--- src/rtl/gpio_port_pkg.sv ---
package gpio_port_pkg;
  localparam int unsigned NUM_PINS = 32;
  localparam int unsigned NUM_FN   = 3;
  localparam int unsigned SEL_W    = 2;
  localparam int unsigned HALF_W   = 16;
  localparam int unsigned ADDR_W   = 4;
  localparam int unsigned FSEL_W   = NUM_PINS * SEL_W;
  localparam int unsigned FN_VEC_W = NUM_PINS * NUM_FN;

  // word index = half-word address >> 1
  typedef enum logic [ADDR_W-2:0] {
    REG_FSEL_LO = 3'd0,
    REG_FSEL_HI = 3'd1,
    REG_DIR     = 3'd2,
    REG_PUDIS   = 3'd3,
    REG_DAT     = 3'd4,
    REG_SET     = 3'd5,
    REG_CLR     = 3'd6,
    REG_TGL     = 3'd7
  } reg_idx_e;

  typedef struct packed {
    logic fsel_lo;
    logic fsel_hi;
    logic dir;
    logic pudis;
    logic dat;
    logic bset;
    logic bclr;
    logic btgl;
  } reg_stb_t;
endpackage

--- src/rtl/gpio_bus_decode.sv ---
module gpio_bus_decode
  import gpio_port_pkg::*;
(
  input  logic                bus_valid_i,
  input  logic                bus_write_i,
  input  logic                bus_wide_i,
  input  logic [ADDR_W-1:0]   bus_addr_i,
  input  logic [NUM_PINS-1:0] bus_wdata_i,
  input  logic                prot_en_i,
  output reg_stb_t            wr_stb_o,
  output logic [NUM_PINS-1:0] wmask_o,
  output logic [NUM_PINS-1:0] wdata_o,
  output reg_idx_e            rd_idx_o,
  output logic                rd_hi_o
);
  logic we;
  logic wp;
  reg_idx_e idx;

  assign idx      = reg_idx_e'(bus_addr_i[ADDR_W-1:1]);
  assign rd_idx_o = idx;
  assign rd_hi_o  = bus_addr_i[0] & ~bus_wide_i;
  assign we       = bus_valid_i & bus_write_i;
  assign wp       = we & prot_en_i;

  assign wmask_o = bus_wide_i   ? '1 :
                   bus_addr_i[0] ? {{HALF_W{1'b1}}, {HALF_W{1'b0}}} :
                                   {{HALF_W{1'b0}}, {HALF_W{1'b1}}};
  assign wdata_o = bus_wide_i ? bus_wdata_i : {2{bus_wdata_i[HALF_W-1:0]}};

  always_comb begin
    wr_stb_o         = '0;
    wr_stb_o.fsel_lo = wp & (idx == REG_FSEL_LO);
    wr_stb_o.fsel_hi = wp & (idx == REG_FSEL_HI);
    wr_stb_o.dir     = wp & (idx == REG_DIR);
    wr_stb_o.pudis   = wp & (idx == REG_PUDIS);
    wr_stb_o.dat     = we & (idx == REG_DAT);
    wr_stb_o.bset    = we & (idx == REG_SET);
    wr_stb_o.bclr    = we & (idx == REG_CLR);
    wr_stb_o.btgl    = we & (idx == REG_TGL);
  end
endmodule

--- src/rtl/gpio_cfg_regs.sv ---
module gpio_cfg_regs
  import gpio_port_pkg::*;
#(
  parameter int unsigned LAT = 2
) (
  input  logic                clk_i,
  input  logic                rst_ni,
  input  reg_stb_t            wr_stb_i,
  input  logic [NUM_PINS-1:0] wmask_i,
  input  logic [NUM_PINS-1:0] wdata_i,
  output logic [FSEL_W-1:0]   fsel_q_o,
  output logic [FSEL_W-1:0]   fsel_eff_o,
  output logic [NUM_PINS-1:0] dir_q_o,
  output logic [NUM_PINS-1:0] pud_q_o
);
  logic [NUM_PINS-1:0] merged_lo, merged_hi, merged_dir, merged_pud;

  assign merged_lo  = (fsel_q_o[NUM_PINS-1:0] & ~wmask_i) | (wdata_i & wmask_i);
  assign merged_hi  = (fsel_q_o[FSEL_W-1:NUM_PINS] & ~wmask_i) | (wdata_i & wmask_i);
  assign merged_dir = (dir_q_o & ~wmask_i) | (wdata_i & wmask_i);
  assign merged_pud = (pud_q_o & ~wmask_i) | (wdata_i & wmask_i);

  always_ff @(posedge clk_i or negedge rst_ni) begin
    if (!rst_ni) begin
      fsel_q_o <= '0;
      dir_q_o  <= '0;
      pud_q_o  <= '0;
    end else begin
      if (wr_stb_i.fsel_lo) fsel_q_o[NUM_PINS-1:0]      <= merged_lo;
      if (wr_stb_i.fsel_hi) fsel_q_o[FSEL_W-1:NUM_PINS] <= merged_hi;
      if (wr_stb_i.dir)     dir_q_o                     <= merged_dir;
      if (wr_stb_i.pudis)   pud_q_o                     <= merged_pud;
    end
  end

  // delay line between the visible select and the one that steers the pads
  generate
    if (LAT == 0) begin : g_nolat
      assign fsel_eff_o = fsel_q_o;
    end else begin : g_lat
      logic [FSEL_W-1:0] pipe_q [LAT];
      always_ff @(posedge clk_i or negedge rst_ni) begin
        if (!rst_ni) begin
          for (int i = 0; i < int'(LAT); i++) pipe_q[i] <= '0;
        end else begin
          pipe_q[0] <= fsel_q_o;
          for (int i = 1; i < int'(LAT); i++) pipe_q[i] <= pipe_q[i-1];
        end
      end
      assign fsel_eff_o = pipe_q[LAT-1];
    end

    if (LAT == 2) begin : g_lat_chk

      fsel_lat_chk: assert property (@(posedge clk_i) disable iff (!rst_ni)
        !$stable(fsel_eff_o) |-> (fsel_eff_o == $past(fsel_q_o, 2)));
    end
  endgenerate
endmodule

--- src/rtl/gpio_out_latch.sv ---
module gpio_out_latch
  import gpio_port_pkg::*;
(
  input  logic                clk_i,
  input  logic                rst_ni,
  input  reg_stb_t            wr_stb_i,
  input  logic [NUM_PINS-1:0] wmask_i,
  input  logic [NUM_PINS-1:0] wdata_i,
  output logic [NUM_PINS-1:0] latch_q_o
);
  logic [NUM_PINS-1:0] mbits;
  assign mbits = wdata_i & wmask_i;

  always_ff @(posedge clk_i or negedge rst_ni) begin
    if (!rst_ni) begin
      latch_q_o <= '0;
    end else if (wr_stb_i.dat) begin
      latch_q_o <= (latch_q_o & ~wmask_i) | mbits;
    end else if (wr_stb_i.bset) begin
      latch_q_o <= latch_q_o | mbits;
    end else if (wr_stb_i.bclr) begin
      latch_q_o <= latch_q_o & ~mbits;
    end else if (wr_stb_i.btgl) begin
      latch_q_o <= latch_q_o ^ mbits;
    end
  end


  set_bits_chk: assert property (@(posedge clk_i) disable iff (!rst_ni)
    wr_stb_i.bset |=> (((latch_q_o & $past(mbits)) == $past(mbits)) &&
                       ((latch_q_o & ~$past(mbits)) == ($past(latch_q_o) & ~$past(mbits)))));

  clr_bits_chk: assert property (@(posedge clk_i) disable iff (!rst_ni)
    wr_stb_i.bclr |=> (((latch_q_o & $past(mbits)) == '0) &&
                       ((latch_q_o & ~$past(mbits)) == ($past(latch_q_o) & ~$past(mbits)))));
endmodule

--- src/rtl/gpio_pin_mux.sv ---
module gpio_pin_mux
  import gpio_port_pkg::*;
#(
  parameter logic [FN_VEC_W-1:0] FN_AVAIL = '1
) (
  input  logic                clk_i,
  input  logic                rst_ni,
  input  logic [FSEL_W-1:0]   fsel_eff_i,
  input  logic [NUM_PINS-1:0] dir_i,
  input  logic [NUM_PINS-1:0] latch_i,
  input  logic [NUM_PINS-1:0] in_sync_i,
  input  logic [FN_VEC_W-1:0] periph_out_i,
  input  logic [FN_VEC_W-1:0] periph_oe_i,
  output logic [NUM_PINS-1:0] pad_oe_o,
  output logic [NUM_PINS-1:0] pad_out_o,
  output logic [FN_VEC_W-1:0] periph_in_o
);
  generate
    for (genvar p = 0; p < int'(NUM_PINS); p++) begin : g_pin
      logic [SEL_W-1:0]  sel;
      logic [NUM_FN-1:0] hit, f_oe, f_out, f_in;
      assign sel = fsel_eff_i[SEL_W*p +: SEL_W];

      for (genvar k = 0; k < int'(NUM_FN); k++) begin : g_fn
        localparam int unsigned IDX = k * NUM_PINS + p;
        assign hit[k]           = (sel == SEL_W'(k + 1)) & FN_AVAIL[IDX];
        assign f_oe[k]          = periph_oe_i[IDX];
        assign f_out[k]         = periph_out_i[IDX];
        assign periph_in_o[IDX] = in_sync_i[p] & hit[k];
        assign f_in[k]          = periph_in_o[IDX];
      end

      assign pad_oe_o[p]  = (sel == '0) ? dir_i[p]   : |(hit & f_oe);
      assign pad_out_o[p] = (sel == '0) ? latch_i[p] : |(hit & f_out);


      fn_in_onehot_chk: assert property (@(posedge clk_i) disable iff (!rst_ni)
        $onehot0(f_in));
    end
  endgenerate
endmodule

--- src/rtl/gpio_mux_port.sv ---
module gpio_mux_port
  import gpio_port_pkg::*;
#(
  parameter int unsigned         CFG_LAT  = 2,
  parameter logic [FN_VEC_W-1:0] FN_AVAIL = {32'h0F0F_0F0F, 32'h00FF_00FF, 32'hFFFF_FFFF}
) (
  input  logic                clk_i,
  input  logic                rst_ni,
  input  logic                prot_en_i,
  input  logic                bus_valid_i,
  input  logic                bus_write_i,
  input  logic                bus_wide_i,
  input  logic [ADDR_W-1:0]   bus_addr_i,
  input  logic [NUM_PINS-1:0] bus_wdata_i,
  output logic [NUM_PINS-1:0] bus_rdata_o,
  input  logic [NUM_PINS-1:0] pad_in_i,
  output logic [NUM_PINS-1:0] pad_out_o,
  output logic [NUM_PINS-1:0] pad_oe_o,
  output logic [NUM_PINS-1:0] pad_pu_o,
  input  logic [FN_VEC_W-1:0] periph_out_i,
  input  logic [FN_VEC_W-1:0] periph_oe_i,
  output logic [FN_VEC_W-1:0] periph_in_o
);
  reg_stb_t            wr_stb;
  logic [NUM_PINS-1:0] wmask, wdata;
  reg_idx_e            rd_idx;
  logic                rd_hi;
  logic [FSEL_W-1:0]   fsel_q, fsel_eff;
  logic [NUM_PINS-1:0] dir_q, pud_q, latch_q;
  logic [NUM_PINS-1:0] sync1_q, in_sync_q;
  logic [NUM_PINS-1:0] rd_word;
  logic [1:0]          rst_age_q;

  gpio_bus_decode u_dec (
    .bus_valid_i (bus_valid_i),
    .bus_write_i (bus_write_i),
    .bus_wide_i  (bus_wide_i),
    .bus_addr_i  (bus_addr_i),
    .bus_wdata_i (bus_wdata_i),
    .prot_en_i   (prot_en_i),
    .wr_stb_o    (wr_stb),
    .wmask_o     (wmask),
    .wdata_o     (wdata),
    .rd_idx_o    (rd_idx),
    .rd_hi_o     (rd_hi)
  );

  gpio_cfg_regs #(.LAT(CFG_LAT)) u_cfg (
    .clk_i      (clk_i),
    .rst_ni     (rst_ni),
    .wr_stb_i   (wr_stb),
    .wmask_i    (wmask),
    .wdata_i    (wdata),
    .fsel_q_o   (fsel_q),
    .fsel_eff_o (fsel_eff),
    .dir_q_o    (dir_q),
    .pud_q_o    (pud_q)
  );

  gpio_out_latch u_lat (
    .clk_i     (clk_i),
    .rst_ni    (rst_ni),
    .wr_stb_i  (wr_stb),
    .wmask_i   (wmask),
    .wdata_i   (wdata),
    .latch_q_o (latch_q)
  );

  gpio_pin_mux #(.FN_AVAIL(FN_AVAIL)) u_mux (
    .clk_i        (clk_i),
    .rst_ni       (rst_ni),
    .fsel_eff_i   (fsel_eff),
    .dir_i        (dir_q),
    .latch_i      (latch_q),
    .in_sync_i    (in_sync_q),
    .periph_out_i (periph_out_i),
    .periph_oe_i  (periph_oe_i),
    .pad_oe_o     (pad_oe_o),
    .pad_out_o    (pad_out_o),
    .periph_in_o  (periph_in_o)
  );

  always_ff @(posedge clk_i or negedge rst_ni) begin
    if (!rst_ni) begin
      sync1_q   <= '0;
      in_sync_q <= '0;
      rst_age_q <= '0;
    end else begin
      sync1_q   <= pad_in_i;
      in_sync_q <= sync1_q;
      if (rst_age_q != 2'd3) rst_age_q <= rst_age_q + 2'd1;
    end
  end

  assign pad_pu_o = ~pud_q;

  always_comb begin
    case (rd_idx)
      REG_FSEL_LO: rd_word = fsel_q[NUM_PINS-1:0];
      REG_FSEL_HI: rd_word = fsel_q[FSEL_W-1:NUM_PINS];
      REG_DIR:     rd_word = dir_q;
      REG_PUDIS:   rd_word = pud_q;
      REG_DAT:     rd_word = in_sync_q;
      default:     rd_word = '0;
    endcase
  end

  assign bus_rdata_o = bus_wide_i ? rd_word :
                       {{HALF_W{1'b0}}, rd_hi ? rd_word[NUM_PINS-1:HALF_W] : rd_word[HALF_W-1:0]};


  prot_block_chk: assert property (@(posedge clk_i) disable iff (!rst_ni)
    (bus_valid_i && bus_write_i && !prot_en_i && !bus_addr_i[ADDR_W-1])
      |=> ($stable(fsel_q) && $stable(dir_q) && $stable(pud_q)));


  in_sync_lat_chk: assert property (@(posedge clk_i) disable iff (!rst_ni)
    (rst_age_q == 2'd3) |-> (in_sync_q == $past(pad_in_i, 2)));
endmodule

--- config.mk ---
export PLATFORM = sky130hd
export DESIGN_NAME = gpio_mux_port
export DESIGN_NICKNAME = d
export VERILOG_FILES = /design/src/rtl/gpio_port_pkg.sv /design/src/rtl/gpio_bus_decode.sv /design/src/rtl/gpio_cfg_regs.sv /design/src/rtl/gpio_out_latch.sv /design/src/rtl/gpio_pin_mux.sv /design/src/rtl/gpio_mux_port.sv
export SDC_FILE = /design/constraint.sdc
export NUM_CORES = 1
export LEC_CHECK = 0
export BUFFER_PORTS_ARGS = -buffer_cell sky130_fd_sc_hd__buf_2
export CAP_MARGIN = 20
export CORE_ASPECT_RATIO = 1.25
export CORE_MARGIN = 2
export CORE_UTILIZATION = 25
export CTS_BUF_LIST = sky130_fd_sc_hd__clkbuf_4
export DETAILED_ROUTE_END_ITERATION = 10
export PLACE_DENSITY = 0.48
export SYNTH_ARGS = -nofsm -noshare
export SYNTH_HDL_FRONTEND = slang
export SYNTH_SLANG_ARGS = --single-unit
--- constraint.sdc ---
create_clock -name clk_i -period 1.8 [get_ports clk_i]
set_input_delay 0.27 -clock clk_i [delete_from_list [all_inputs] [get_ports clk_i]]
set_output_delay 0.27 -clock clk_i [all_outputs]
set_load 0.02 [all_outputs]
# Yosys cells after proc, flatten, opt, wreduce, memory -nomap -nowiden
# Index checks and enable logic that the tools add are counted.
[word_totals] elab_cells=409 ff_bits=352 out_inout_bits=224
[op_classes] mux=74 eq_ne=71 bitwise=157 n_reduce_logical=98
[ops] operator="two-way mux 32 bit" count=8
[ops] operator="bitwise AND 32 bit" count=7
[ops] operator="OR 32 bit" count=6
[ops] operator="OR reduction 3 bit" count=64
[ops] operator="one-hot mux 32 bit (5 select lines)" count=1
[ops] operator="bitwise AND 3 bit" count=32
[ops] operator="NOT 32 bit" count=3
[ops] operator="bitwise AND 1 bit" count=75
[ops] operator="equality test 2 x 1 -> 1 bit, second input constant" count=32
[ops] operator="equality test 2 bit, second input constant" count=32
[ops] operator="logical NOT 2 bit" count=32
[ops] operator="two-way mux 1 bit" count=64
[ops] operator="bitwise AND 1 x 3 -> 3 bit" count=16
[ops] operator="bitwise AND 2 x 3 -> 3 bit" count=16
[ops] operator="bitwise XOR 32 bit" count=1
[ops] operator="two-way mux 16 bit" count=1
[ops] operator="equality test 3 bit, second input constant" count=4
[ops] operator="equality test 3 x 2 -> 1 bit, second input constant" count=2
[ops] operator="nonzero test 4 bit" count=1
[ops] operator="equality test 3 x 1 -> 1 bit, second input constant" count=1
[ops] operator="logical NOT 3 bit" count=1
[ops] operator="NOT 1 bit" count=1

# Logic depth before layout (Yosys ltp)
[depth] depth_word=8 ltp_mapped=11 mapped_depth_nobuf=7

# Hierarchy
# A second synthesis with hierarchy kept.
[unflattened] cells_unflattened=1615 area_unflattened_um2=18469.0
[by_module_without_submodules] mod="gpio_cfg_regs" seq_area_each_um2=6406.1 area_each_um2=9072.5 n_inst=1 cells_per_inst=588
[by_module_without_submodules] mod="gpio_out_latch" seq_area_each_um2=800.8 area_each_um2=3384.5 n_inst=1 cells_per_inst=366
[by_module_without_submodules] mod="gpio_mux_port" seq_area_each_um2=1601.5 area_each_um2=3261.9 n_inst=1 cells_per_inst=300
[by_module_without_submodules] mod="gpio_pin_mux" seq_area_each_um2=0.0 area_each_um2=2055.7 n_inst=1 cells_per_inst=277
[by_module_without_submodules] mod="gpio_bus_decode" seq_area_each_um2=0.0 area_each_um2=694.4 n_inst=1 cells_per_inst=84

# Least setup slack after synthesis
# OpenSTA, ideal clock, no wires.
[synth_path] path_type="input-to-reg" startpoint="in bus_wide_i" endpoint="reg with a tool-made name" slack_ps=-193 setup_time_ps=142 t_arrival_ps=1850 path_buffers=2 stages=8 required_ps=1658 path_cell_list="buf_6 -> buf_2 -> mux2i_1 -> o21bai_1 -> ha_1 -> nor2b_1 -> a211oi_1 -> a211oi_2"
[synth_rtl] element="from (decl)" line_no="gpio_mux_port.sv:12" rtl="input logic bus_wide_i,"

==> flow_metrics.tcl <==
set metrics [dict create \
    synth-xor-area-share 0 \
    power.switching_uw 9440 \
    clk_latency_ns 0.88 \
    startpoint_type "register" \
    area_growth_pct 56.5 \
    finalClockSkew_ns 0.0499 \
    io_pins 490 \
    drt_iter0_drc 705 \
    fin_nets 2688 \
    dieArea_sq_um 69600 \
    min_path_type "in2reg" \
    vias 15300 \
    worst_pin_slew_ns 0.666 \
    powerDensity_nw_per_um2 1040 \
    final_util 0.395 \
    cp-end-kind "output pin" \
    remaining_drc_errors 0 \
    grt_pass1_vias 15800 \
    drv_slew 0 \
    max_stage_delay_ns 0.49 \
    cts_made_buffers 99 \
    postSynthAreaPerCell_sq_um 10.7 \
    crit_type "reg2out" \
    p_total_uw 27500 \
    syn_inst 1570 \
    grt_overflow 0 \
    postRouteAntennaNets 0 \
    clock.fmax_ghz 0.381 \
    yosysTopAreaCellShare 0.522 \
    synth-adder-area-share 0.0475 \
    violations "setup timing" \
    maxCapViolCount 0 \
    clk_pin_slew_ns 0.07 \
    worstSetupEndpoint "bus_rdata_o[3]" \
    cts-root-buf "clkbuf_4" \
    vias_per_cell 4.62 \
    initial_core_util 0.252 \
    synth_top_family_by_area "compound AO/OA/AOI/OAI gates" \
    crit_fanout 2 \
    place_ws_ns -0.382 \
    grt_max_degree 62 \
    path_cells "mux4_2 -> a221oi_2 -> a21oi_1 -> buf_4" \
    critPathArrivalTime_ns 2.36 \
    grt_pass1_wl_um 103000 \
    r2r_slack_ns 0.41 \
    status "finished, violations left" \
    power_frac_clock 0.292 \
    p_int_uw 18100 \
    fin_ws_ns -0.827 \
    finalSetupViolations 173 \
    die_h_um 294 \
    yosysTopAreaCell "dfrtp_1" \
    hold_viol 0 \
    period_minus_slack_ns 2.63 \
    crit_family "multiplexers" \
    h-tree-depth 3 \
    r2r_cells 6 \
    clockBufferDepth 3 \
    critical_path_required_ns 1.53 \
    antenna_found_initial 10 \
    wire_per_inst_um 21.4 \
    track_usage 0.200 \
    synth_compound_area_frac 0.151 \
    total_leakage_power_uw 0.0124 \
    rsz0062_at_grt "yes" \
    fin_hold_ws_ns 0.0889 \
    finalCritPeriodShare 1.46 \
    rows 106 \
    drive_above_1_share 0.483 \
    combPwrFrac 0.315 \
    synth_seq_area_share 0.522 \
    tritoncts "yes" \
    crit_slowest_cell "mux4_2" \
    p_sw_frac 0.343 \
    critPathBufInv 1 \
    cts.sinks 352 \
    core_sq_um 66800 \
    dieWidth_um 236 \
    dp_hpwl_um 53600 \
    yosys_warnings 0 \
    synthSimpleGateAreaFrac 0.122 \
    ys_types 54 \
    wl_um 70800 \
    globalplace.congestion 0.870 \
    netlist_area_sq_um 16900 \
    first_pass_iters 5 \
    crit_cells 4 \
    synth_seq_cells 352 \
    ir_drop_mv 0.531 \
    io_buffer_count 393 \
    synth_area_leaders "dfrtp_1 (52%), mux2i_1 (5.2%), nand2_1 (4.9%), ha_1 (4.7%), mux4_2 (3.5%)" \
    synthMuxAreaShare 0.0923 \
    slew_headroom 0.556 \
    power.share.sequential 0.393 \
]
==> metrics by stage <==
| stage | std cells | TNS, ns | instance area, sq um |
|---|---|---|---|
| 3_5_place_dp | 2939 | -17.86 | 21400 |
| 4_1_cts | 3271 | -65.14 | 25700 |
| 6_report | 3302 | -48.90 | 26400 |
| 3_3_place_gp | 2939 | -13.87 | 21400 |
| 5_1_grt | 3300 | -67.74 | 26400 |
| 2_1_floorplan | 1601 | -0.493 | 17200 |
==> timing repair <==
action,CTS,global route
hold buffers,99,0
gates resized for setup,519,170
cloned,0,0
setup buffers,62,37
pin swaps,61,39
hold endpoints to repair,544,0
endpoints found under the setup margin,192,188
==> cell type report <==
cell class	instances	area (sq um)
Fill cell	6570	40500
Clock inverter	34	278
Clock buffer	143	1070
Timing Repair Buffer	785	6710
Inverter	82	333
Multi-Input combinational cell	1038	7990
Antenna cell	4	10.0
Tap cell	864	1080
Sequential cell	352	8910
==> per-layer routing <==
layer	global-route usage	up-vias	routed length, um
li1	-	7083	-
met1	0.243	7536	28900
met2	0.351	522	35900
met5	0	-	53
met3	0.0432	121	3800
met4	0.0681	8	2040
==> cell usage after synthesis (all sizes together) <==
library cell and n:
ha 64, a22o 4, o32a 2, nor3 1, nor3b 1, and3b 18
o221a 2, conb 1, o21bai 16, mux2i 88, o211ai 1, nand4 4
nor2 99, and2 9, o311ai 16, o221ai 16, inv 82, nand2 222
a211oi 46, mux2 8, dfrtp 352, nand4b 1, mux4 26, a22oi 3
a21oi 55, nand2b 20, and3 20, and2b 3, nand3 19, buf 100
a221oi 26, or2 5, nor2b 26, clkbuf 29, o22ai 7, o21ai 160
o2bb2ai 15, o21a 1, a31oi 2
==> worst min path at each step <==
stage | startpoint | endpoint | cells after the start
after detailed placement | rst_ni | asynchronous set/reset pin | 1
after global placement | rst_ni | asynchronous set/reset pin | 1
after global routing | pad_in_i[0] | sync1_q[0] | 2
final | pad_in_i[0] | sync1_q[0] | 2
after floorplan | rst_ni | asynchronous set/reset pin | 0
after CTS | pad_in_i[0] | sync1_q[0] | 2
==> cell usage in the layout, fill, tap and decap left out, drive strengths merged, types with 20 or more instances in the layout <==
| master | instances |
|---|---|
| nand2b | 20 |
| nand2 | 222 |
| nor2b | 26 |
| a211oi | 46 |
| clkinv | 26 |
| ha | 64 |
| mux4 | 26 |
| o21ai | 160 |
| and3 | 20 |
| dlygate4sd3 | 98 |
| buf | 687 |
| a221oi | 26 |
| clkbuf | 143 |
| nor2 | 99 |
| mux2i | 88 |
| dfrtp | 352 |
| inv | 83 |
| conb | 32 |
| a21oi | 55 |
==> logic make-up after synthesis <==
group	count (synthesis)
adder cells (fa/ha/maj)	64
AND/OR/NAND/NOR	448
flip-flops	352
other	1
AO/OA/AOI/OAI	372
buffers and inverters	211
multiplexers	122
==> power by group through the flow <==
| stage | logic, uW | clock network, uW | registers [uW] |
|---|---|---|---|
| detailed placement | 6480 | 0 | 10900 |
| CTS | 8160 | 8310 | 10800 |
| global route | 9360 | 8770 | 11000 |
| finish | 8670 | 8020 | 10800 |
| floorplan | 3960 | 0 | 10100 |
| global placement | 6340 | 0 | 10800 |
Power figures use the tool's default switching activity.
